`config.mk`:
```
export PLATFORM = sky130hd
export DESIGN_NAME = coh_line_agent
export DESIGN_NICKNAME = d
export VERILOG_FILES = /design/src/rtl/cla_pkg.sv /design/src/rtl/cla_txn_ctr.sv /design/src/rtl/cla_tx_slot.sv /design/src/rtl/cla_line_array.sv /design/src/rtl/coh_line_agent.sv
export SDC_FILE = /design/constraint.sdc
export NUM_CORES = 1
export LEC_CHECK = 0
export BUFFER_PORTS_ARGS = -buffer_cell sky130_fd_sc_hd__buf_2
export CAP_MARGIN = 15
export CORE_UTILIZATION = 59
export DETAILED_ROUTE_END_ITERATION = 8
export PLACE_DENSITY = 0.8
export SYNTH_ARGS = -nofsm -noshare
export SYNTH_HDL_FRONTEND = slang
export SYNTH_HIERARCHICAL = 1
export SYNTH_SLANG_ARGS = --single-unit
export TNS_END_PERCENT = 100
```
`constraint.sdc`:
```
create_clock -name clk -period 8.7 [get_ports clk]
set_input_delay 1.74 -clock clk [delete_from_list [all_inputs] [get_ports clk]]
set_output_delay 1.74 -clock clk [all_outputs]
set_load 0.01 [all_outputs]
```
`src/rtl/cla_pkg.sv`:
```
package cla_pkg;
  typedef enum logic [1:0] {ST_I = 2'd0, ST_S = 2'd1, ST_E = 2'd2, ST_M = 2'd3} mesi_t;
  typedef enum logic [1:0] {OP_LOAD = 2'd0, OP_STORE = 2'd1, OP_EVICT = 2'd2, OP_EVICT2 = 2'd3} core_op_t;
  typedef enum logic [2:0] {
    TX_RD_SHARED = 3'd0, TX_RD_EXCL = 3'd1, TX_UPGRADE = 3'd2,
    TX_WRITEBACK = 3'd3, TX_INV_ACK = 3'd4
  } tx_msg_t;
  typedef enum logic [2:0] {
    RX_GRANT_E = 3'd0, RX_GRANT_S = 3'd1, RX_GRANT_M = 3'd2,
    RX_NACK = 3'd3, RX_INVAL = 3'd4, RX_WB_ACK = 3'd5, RX_RSV6 = 3'd6, RX_RSV7 = 3'd7
  } rx_msg_t;
endpackage

```
`src/rtl/cla_txn_ctr.sv`:
```
module cla_txn_ctr #(
  parameter int TXN_W = 4
) (
  input  logic             clk,
  input  logic             rst_n,
  input  logic             alloc_i,
  output logic [TXN_W-1:0] txn_o
);
  always_ff @(posedge clk) begin
    if (!rst_n)       txn_o <= '0;
    else if (alloc_i) txn_o <= txn_o + 1'b1;
  end

  AST_TXN_STEP: assert property (@(posedge clk) disable iff (!rst_n)
    alloc_i |=> txn_o == TXN_W'($past(txn_o) + 1'b1));
  AST_TXN_HOLD: assert property (@(posedge clk) disable iff (!rst_n)
    !alloc_i |=> $stable(txn_o));
endmodule

```
`src/rtl/cla_tx_slot.sv`:
```
module cla_tx_slot import cla_pkg::*; #(
  parameter int IDX_W  = 2,
  parameter int TXN_W  = 4,
  parameter int DATA_W = 32
) (
  input  logic              clk,
  input  logic              rst_n,
  input  logic              load_i,
  input  tx_msg_t           type_i,
  input  logic [IDX_W-1:0]  line_i,
  input  logic [TXN_W-1:0]  txn_i,
  input  logic [DATA_W-1:0] data_i,
  output logic              valid_o,
  input  logic              ready_i,
  output tx_msg_t           type_o,
  output logic [IDX_W-1:0]  line_o,
  output logic [TXN_W-1:0]  txn_o,
  output logic [DATA_W-1:0] data_o
);
  always_ff @(posedge clk) begin
    if (!rst_n) begin
      valid_o <= 1'b0;
      type_o  <= TX_RD_SHARED;
      line_o  <= '0;
      txn_o   <= '0;
      data_o  <= '0;
    end else if (load_i) begin
      valid_o <= 1'b1;
      type_o  <= type_i;
      line_o  <= line_i;
      txn_o   <= txn_i;
      data_o  <= data_i;
    end else if (valid_o && ready_i) begin
      valid_o <= 1'b0;
    end
  end

  AST_TX_STABLE: assert property (@(posedge clk) disable iff (!rst_n)
    (valid_o && !ready_i) |=> (valid_o && $stable(type_o) && $stable(line_o)
                               && $stable(txn_o) && $stable(data_o)));
  AST_NO_CLOBBER: assert property (@(posedge clk) disable iff (!rst_n)
    load_i |-> !valid_o);
endmodule

```
`src/rtl/cla_line_array.sv`:
```
module cla_line_array import cla_pkg::*; #(
  parameter int NUM_LINES = 4,
  parameter int DATA_W    = 32
) (
  input  logic                         clk,
  input  logic                         rst_n,
  input  logic                         we_i,
  input  logic [$clog2(NUM_LINES)-1:0] widx_i,
  input  mesi_t                        wstate_i,
  input  logic                         wdata_en_i,
  input  logic [DATA_W-1:0]            wdata_i,
  input  logic [$clog2(NUM_LINES)-1:0] ridx_a_i,
  output mesi_t                        rstate_a_o,
  output logic [DATA_W-1:0]            rdata_a_o,
  input  logic [$clog2(NUM_LINES)-1:0] ridx_b_i,
  output mesi_t                        rstate_b_o,
  output logic [DATA_W-1:0]            rdata_b_o,
  output mesi_t [NUM_LINES-1:0]        state_all_o
);
  logic [DATA_W-1:0] data_q [NUM_LINES];

  for (genvar g = 0; g < NUM_LINES; g++) begin : g_entry
    always_ff @(posedge clk) begin
      if (!rst_n) begin
        state_all_o[g] <= ST_I;
        data_q[g]      <= '0;
      end else if (we_i && widx_i == g) begin
        state_all_o[g] <= wstate_i;
        if (wdata_en_i) data_q[g] <= wdata_i;
      end
    end
  end

  assign rstate_a_o = state_all_o[ridx_a_i];
  assign rdata_a_o  = data_q[ridx_a_i];
  assign rstate_b_o = state_all_o[ridx_b_i];
  assign rdata_b_o  = data_q[ridx_b_i];
endmodule

```
`src/rtl/coh_line_agent.sv`:
```
module coh_line_agent import cla_pkg::*; #(
  parameter int NUM_LINES = 4,
  parameter int DATA_W    = 32,
  parameter int TXN_W     = 4
) (
  input  logic                         clk,
  input  logic                         rst_n,
  input  logic                         req_valid,
  output logic                         req_ready,
  input  logic [1:0]                   req_op,
  input  logic [$clog2(NUM_LINES)-1:0] req_line,
  input  logic [DATA_W-1:0]            req_wdata,
  output logic                         done_valid,
  output logic [DATA_W-1:0]            done_rdata,
  output logic                         tx_valid,
  input  logic                         tx_ready,
  output logic [2:0]                   tx_type,
  output logic [$clog2(NUM_LINES)-1:0] tx_line,
  output logic [TXN_W-1:0]             tx_txn,
  output logic [DATA_W-1:0]            tx_data,
  input  logic                         rx_valid,
  output logic                         rx_ready,
  input  logic [2:0]                   rx_type,
  input  logic [$clog2(NUM_LINES)-1:0] rx_line,
  input  logic [TXN_W-1:0]             rx_txn,
  input  logic [DATA_W-1:0]            rx_data,
  output logic                         proto_err
);
  localparam int IDX_W = $clog2(NUM_LINES);

  typedef enum logic [1:0] {F_IDLE, F_WAIT, F_RETRY} fsm_t;

  fsm_t              fsm_q, fsm_d;
  core_op_t          pend_op_q;
  logic [IDX_W-1:0]  pend_line_q;
  logic [DATA_W-1:0] pend_data_q;
  logic [TXN_W-1:0]  pend_txn_q;
  tx_msg_t           pend_msg_q;
  logic              fwb_q;
  logic [TXN_W-1:0]  fwb_txn_q;
  logic [IDX_W-1:0]  fwb_line_q;

  logic              slot_load, slot_busy, alloc;
  tx_msg_t           slot_type, slot_type_o;
  logic [IDX_W-1:0]  slot_line;
  logic [TXN_W-1:0]  slot_txn, txn_cur;
  logic [DATA_W-1:0] slot_data;
  logic              arr_we, arr_dwe;
  logic [IDX_W-1:0]  arr_idx;
  mesi_t             arr_state, st_a, st_b;
  logic [DATA_W-1:0] arr_data, dat_a, dat_b;
  mesi_t [NUM_LINES-1:0] st_all;
  logic              done_d, err_d, set_fwb, clr_fwb, rsp_match;
  logic [DATA_W-1:0] done_data_d;
  logic              req_fire, rx_fire;
  rx_msg_t           rx_kind;
  core_op_t          req_kind;

  assign rx_kind   = rx_msg_t'(rx_type);
  assign req_kind  = core_op_t'(req_op);
  assign rx_ready  = !slot_busy;
  assign rx_fire   = rx_valid && rx_ready;
  assign req_ready = (fsm_q == F_IDLE) && !slot_busy && !rx_valid &&
                     !(fwb_q && req_line == fwb_line_q);
  assign req_fire  = req_valid && req_ready;

  cla_txn_ctr #(.TXN_W(TXN_W)) u_txn (
    .clk(clk), .rst_n(rst_n), .alloc_i(alloc), .txn_o(txn_cur));

  cla_tx_slot #(.IDX_W(IDX_W), .TXN_W(TXN_W), .DATA_W(DATA_W)) u_slot (
    .clk(clk), .rst_n(rst_n), .load_i(slot_load), .type_i(slot_type),
    .line_i(slot_line), .txn_i(slot_txn), .data_i(slot_data),
    .valid_o(slot_busy), .ready_i(tx_ready), .type_o(slot_type_o),
    .line_o(tx_line), .txn_o(tx_txn), .data_o(tx_data));

  assign tx_valid = slot_busy;
  assign tx_type  = slot_type_o;

  cla_line_array #(.NUM_LINES(NUM_LINES), .DATA_W(DATA_W)) u_lines (
    .clk(clk), .rst_n(rst_n), .we_i(arr_we), .widx_i(arr_idx),
    .wstate_i(arr_state), .wdata_en_i(arr_dwe), .wdata_i(arr_data),
    .ridx_a_i(req_line), .rstate_a_o(st_a), .rdata_a_o(dat_a),
    .ridx_b_i(rx_line), .rstate_b_o(st_b), .rdata_b_o(dat_b),
    .state_all_o(st_all));

  always_comb begin
    slot_load   = 1'b0;
    slot_type   = TX_INV_ACK;
    slot_line   = rx_line;
    slot_txn    = rx_txn;
    slot_data   = '0;
    arr_we      = 1'b0;
    arr_idx     = pend_line_q;
    arr_state   = ST_I;
    arr_dwe     = 1'b0;
    arr_data    = rx_data;
    alloc       = 1'b0;
    fsm_d       = fsm_q;
    done_d      = 1'b0;
    done_data_d = '0;
    err_d       = 1'b0;
    set_fwb     = 1'b0;
    clr_fwb     = 1'b0;
    rsp_match   = (fsm_q == F_WAIT) && (rx_txn == pend_txn_q) && (rx_line == pend_line_q);
    if (rx_fire) begin
      case (rx_kind)
        RX_INVAL: begin
          slot_load = 1'b1;
          if (st_b == ST_M) begin
            slot_type = TX_WRITEBACK;
            slot_data = dat_b;
            set_fwb   = 1'b1;
          end else begin
            arr_we  = 1'b1;
            arr_idx = rx_line;
          end
        end
        RX_GRANT_E: begin
          if (rsp_match && (pend_msg_q == TX_RD_SHARED || pend_msg_q == TX_RD_EXCL)) begin
            arr_we  = 1'b1;
            arr_dwe = 1'b1;
            done_d  = 1'b1;
            fsm_d   = F_IDLE;
            if (pend_op_q == OP_STORE) begin
              arr_state   = ST_M;
              arr_data    = pend_data_q;
              done_data_d = pend_data_q;
            end else begin
              arr_state   = ST_E;
              done_data_d = rx_data;
            end
          end else err_d = 1'b1;
        end
        RX_GRANT_S: begin
          if (rsp_match && pend_msg_q == TX_RD_SHARED) begin
            arr_we      = 1'b1;
            arr_dwe     = 1'b1;
            arr_state   = ST_S;
            done_d      = 1'b1;
            done_data_d = rx_data;
            fsm_d       = F_IDLE;
          end else err_d = 1'b1;
        end
        RX_GRANT_M: begin
          if (rsp_match && pend_msg_q == TX_UPGRADE) begin
            arr_we      = 1'b1;
            arr_dwe     = 1'b1;
            arr_state   = ST_M;
            arr_data    = pend_data_q;
            done_d      = 1'b1;
            done_data_d = pend_data_q;
            fsm_d       = F_IDLE;
          end else err_d = 1'b1;
        end
        RX_NACK: begin
          if (rsp_match && pend_msg_q == TX_UPGRADE) begin
            arr_we = 1'b1;
            fsm_d  = F_RETRY;
          end else err_d = 1'b1;
        end
        RX_WB_ACK: begin
          if (fwb_q && rx_txn == fwb_txn_q && rx_line == fwb_line_q) begin
            arr_we  = 1'b1;
            arr_idx = fwb_line_q;
            clr_fwb = 1'b1;
          end else if (rsp_match && pend_msg_q == TX_WRITEBACK) begin
            arr_we = 1'b1;
            done_d = 1'b1;
            fsm_d  = F_IDLE;
          end else err_d = 1'b1;
        end
        default: err_d = 1'b1;
      endcase
    end else if (fsm_q == F_RETRY && !slot_busy) begin
      slot_load = 1'b1;
      slot_type = TX_RD_EXCL;
      slot_line = pend_line_q;
      slot_txn  = txn_cur;
      alloc     = 1'b1;
      fsm_d     = F_WAIT;
    end else if (req_fire) begin
      slot_line = req_line;
      slot_txn  = txn_cur;
      arr_idx   = req_line;
      case (req_kind)
        OP_LOAD: begin
          if (st_a != ST_I) begin
            done_d      = 1'b1;
            done_data_d = dat_a;
          end else begin
            slot_load = 1'b1;
            slot_type = TX_RD_SHARED;
          end
        end
        OP_STORE: begin
          if (st_a == ST_M || st_a == ST_E) begin
            arr_we      = 1'b1;
            arr_state   = ST_M;
            arr_dwe     = 1'b1;
            arr_data    = req_wdata;
            done_d      = 1'b1;
            done_data_d = req_wdata;
          end else begin
            slot_load = 1'b1;
            slot_type = (st_a == ST_S) ? TX_UPGRADE : TX_RD_EXCL;
          end
        end
        default: begin
          if (st_a == ST_M) begin
            slot_load = 1'b1;
            slot_type = TX_WRITEBACK;
            slot_data = dat_a;
          end else begin
            arr_we = (st_a != ST_I);
            done_d = 1'b1;
          end
        end
      endcase
      if (slot_load) begin
        alloc = 1'b1;
        fsm_d = F_WAIT;
      end
    end
  end

  always_ff @(posedge clk) begin
    if (!rst_n) begin
      fsm_q       <= F_IDLE;
      pend_op_q   <= OP_LOAD;
      pend_line_q <= '0;
      pend_data_q <= '0;
      pend_txn_q  <= '0;
      pend_msg_q  <= TX_RD_SHARED;
      fwb_q       <= 1'b0;
      fwb_txn_q   <= '0;
      fwb_line_q  <= '0;
      done_valid  <= 1'b0;
      done_rdata  <= '0;
      proto_err   <= 1'b0;
    end else begin
      fsm_q      <= fsm_d;
      done_valid <= done_d;
      done_rdata <= done_data_d;
      proto_err  <= err_d;
      if (req_fire) begin
        pend_op_q   <= req_kind;
        pend_line_q <= req_line;
        pend_data_q <= req_wdata;
      end
      if (alloc) begin
        pend_txn_q <= txn_cur;
        pend_msg_q <= slot_type;
      end
      if (set_fwb) begin
        fwb_q      <= 1'b1;
        fwb_txn_q  <= rx_txn;
        fwb_line_q <= rx_line;
      end else if (clr_fwb) begin
        fwb_q <= 1'b0;
      end
    end
  end

  AST_ERR_FROM_RX: assert property (@(posedge clk) disable iff (!rst_n)
    proto_err |-> $past(rx_valid && rx_ready));
  AST_DONE_CAUSED: assert property (@(posedge clk) disable iff (!rst_n)
    done_valid |-> $past(req_fire || rx_fire));
  AST_INV_CLEAN_DROPS: assert property (@(posedge clk) disable iff (!rst_n)
    (rx_fire && rx_kind == RX_INVAL && (st_b == ST_S || st_b == ST_E))
      |=> st_all[$past(rx_line)] == ST_I);
  AST_RETRY_FROM_NACK: assert property (@(posedge clk) disable iff (!rst_n)
    $rose(fsm_q == F_RETRY) |-> $past(rx_fire && rx_kind == RX_NACK));
  AST_BUSY_BLOCKS: assert property (@(posedge clk) disable iff (!rst_n)
    tx_valid |-> (!req_ready && !rx_ready));
endmodule

```
==> reports/qor.json <==
{
  "global_routing": {
    "initial_antenna_violation_count": 0,
    "globalRoute.totalOverflow": 0,
    "grt_pass1_vias": 11033,
    "grt_pass1_wl_mm": 58.9,
    "maximum_number_of_pins_on_one_net_before_global_route_repair": 78,
    "track_usage": 0.319
  },
  "die": {
    "die_area_um2": 24000,
    "initial_utilization": 0.606,
    "chipHeight_um": 155,
    "design.portCount": 160,
    "die-width_um": 155,
    "core.rowCount": 55,
    "core_footprint_um2": 22800
  },
  "synthesis": {
    "synth_area_leader_cell": "edfxtp_1",
    "post_synth_instance_area_um2": 13800,
    "ys_seq_area_frac": 0.482,
    "synth_flop_cell": "dfxtp_1",
    "synth_edf_count": 128,
    "synthMostInstantiatedCell": "nor2_1",
    "net_count_synth": 1359,
    "synthesized_instance_count": 1272,
    "ys.warnings.count": 6,
    "ys_types": 70,
    "synth_commonest_cells": "nor2_1 (175), nand2_1 (141), dfxtp_1 (140), edfxtp_1 (128), a22oi_1 (98)",
    "syn_avg_cell_area_um2": 10.8,
    "synth_top_cell_area_share": 0.279,
    "synth-seq-cells": 268,
    "synth_area_leaders": "edfxtp_1 (28%), dfxtp_1 (20%), mux4_2 (9.8%)",
    "async_flop_share": 0
  },
  "critical_path": {
    "critPathCaptureType": "register",
    "criticalPathCategory": "input pin to register",
    "critical_path_required_ps": 8950,
    "crit_arrival_ps": 6260,
    "setup.reg_to_reg.worst_slack_ps": 4270,
    "crit_fanout": 37,
    "timing.critical_path.from_type": "input pin"
  },
  "clock_network": {
    "clock_sinks": 268,
    "postCtsSetupBuffers": 0,
    "clock_tree.htree_level_count": 1,
    "clk_transition_reported_paths_ps": 60,
    "tritoncts_clock_tree": "built",
    "post_cts_resize_count": 0,
    "cts-hold-fix-buffers": 0,
    "cts_inserted_buffers": 28,
    "cts_max_path_bufs": 3,
    "clk_root_buffer_cell": "clkbuf_16",
    "clock_insertion_delay_worst_skew_ps": 550
  },
  "sta": {
    "report.final.slew_viol_count": 0,
    "tightestPinTransition_ps": 1200,
    "maxSlewHeadroom": 0.193,
    "fin_tns_setup_ps": 0,
    "setup-violations-final": 0,
    "layout_setup_ws_ps": 2690,
    "rsz0062_at_grt": "false",
    "period_share": 0.690,
    "finalClockSkew_ps": 14.4,
    "maximum_clock_frequency_mhz": 166,
    "report.final.hold_viol_count": 0,
    "final_period_minus_worst_setup_slack_ps": 6010
  },
  "power": {
    "p_per_area_nw_per_um2": 179,
    "power_leakage_nw": 5.64,
    "peakVddDrop_mv": 0.186
  },
  "layout": {
    "nFillCells": 1651,
    "area_growth_syn_to_layout_pct": 12.8,
    "nets": 1463,
    "layout-drive-gt1-share": 0.228,
    "final_cells": 1711,
    "antenna_cells_inserted": 0
  },
  "route": {
    "drt-pass1-iter-count": 6,
    "drcViolationCount": 0,
    "antenna_violating_nets_post_route": 0,
    "totalWireLength_mm": 38.4,
    "detailroute.via_count": 11103,
    "drtIter0Drc": 1601,
    "avgRoutedWirePerCell_um": 22.4,
    "drt-vias-per-instance": 6.49
  },
  "place": {
    "placed_cells_incl_taps": 1653,
    "routabilityCongestion": 0.907,
    "place_hpwl_mm": 23.3,
    "dp_worst_setup_slack_ps": 1970,
    "placement.io_buffers": 159
  },
  "hold_path": {
    "hold_path_class": "register to register"
  },
  "run_status": {
    "outcome": "finished clean"
  },
  "run": {
    "drv.max_cap_violation_count": 0
  }
}
## routing by layer
metal | wire (um) | GRT usage
met3 | 3820 | 0.0549
met2 | 18500 | 0.530
met4 | 1610 | 0.149
met1 | 14400 | 0.408
met5 | 0 | 0
## stage by stage
step	total power, mW	area, um2	hold WS (ps)	util
floorplan	1.56	13800	421	-
global placement	1.62	14500	435	0.638
detailed placement	1.63	14500	437	0.638
CTS	2.79	15400	453	0.677
global route	2.87	15600	484	0.684
finish	2.79	15600	454	0.684
## cells in the final DEF, fill, tap and decap left out, types with 3 or more instances in the layout
cell       instances
nor2_1           174
buf_2            159
nand2_1          141
dfxtp_1          140
edfxtp_1         128
a22oi_1           98
mux4_2            60
mux2i_1           53
a21oi_1           47
nor2b_1           46
inv_1             39
a22o_1            32
o22a_1            32
o21ai_1           30
clkbuf_16         29
buf_4             17
o21ai_0           12
xnor2_1           12
nand3_1           11
mux4_1             8
clkinv_2           7
nor3_1             6
clkbuf_1           6
nand2b_1           5
ha_1               5
xor2_1             4
nand4_1            4
mux2_2             4
clkinv_1           4
o21ai_4            4
buf_16             4
a222oi_1           3
nor3b_1            3
and2_1             3
and3_1             3
nand3b_1           3
o21a_1             3
## cells by family (layout without fill, tap and decap cells)
| family | count (synthesis) | in the layout | share of synthesized area |
|---|---|---|---|
| muxes | 125 | 125 | 0.155 |
| AOI/OAI and AO/OA | 287 | 287 | 0.150 |
| DFF | 268 | 268 | 0.482 |
| and+or+nand+nor | 423 | 423 | 0.139 |
| buffers and inverters | 148 | 274 | 0.0607 |
| xor gates and xnor gates | 16 | 16 | 0.0102 |
| adders and majority gates | 5 | 5 | 0.00453 |
## sequential cells by signal (all words and copies together) (netlist names)
signal,count
fwb_line_q,2
fsm_q,2
u_slot/txn_o,4
u_slot/line_o,2
proto_err,1
done_rdata,32
pend_line_q,2
u_lines/data_q,128
pend_data_q,32
pend_msg_q,3
u_txn/txn_o,4
fwb_txn_q,4
u_slot/valid_o,1
u_slot/data_o,32
fwb_q,1
u_lines/state_all_o,8
u_slot/type_o,3
pend_txn_q,4
pend_op_q,2
done_valid,1
## worst max-delay path, cell delays in order
cell and delay [ps]:
buf_2 740, mux4_2 460, inv_1 110, ha_1 170
nor2_1 80, nor2b_4 120, and3_2 790, or2_2 800
nand2b_1 290, o21ai_4 670, buf_16 250
## final timing paths
check,start,depth (start not counted),end
worst min-delay path,pend_msg_q[2],2,pend_msg_q[2]
worst max register to register,u_lines/state_all_o[6],10,u_lines/data_q[0][12]
worst min register to register,pend_msg_q[2],2,pend_msg_q[2]
worst max-delay path,req_line[1],11,u_lines/data_q[0][12]
## power by group
part	internal, mW	switching [mW]
logic	0.102	0.143
registers	1.35	0.0212
clock network	0.684	0.492
total	2.14	0.656
## layout make-up
cell class | instances | area, um2 | area share
flip-flops and latches | 268 | 6650 | 0.427
multi-input cells | 856 | 6420 | 0.412
repair buffers | 182 | 1060 | 0.0684
clock buffers | 37 | 776 | 0.0498
well taps | 313 | 392 | 0.0252
inverters | 40 | 150 | 0.00964
clock inverters | 15 | 125 | 0.00804
No activity file was read; power rests on OpenSTA's default activity.
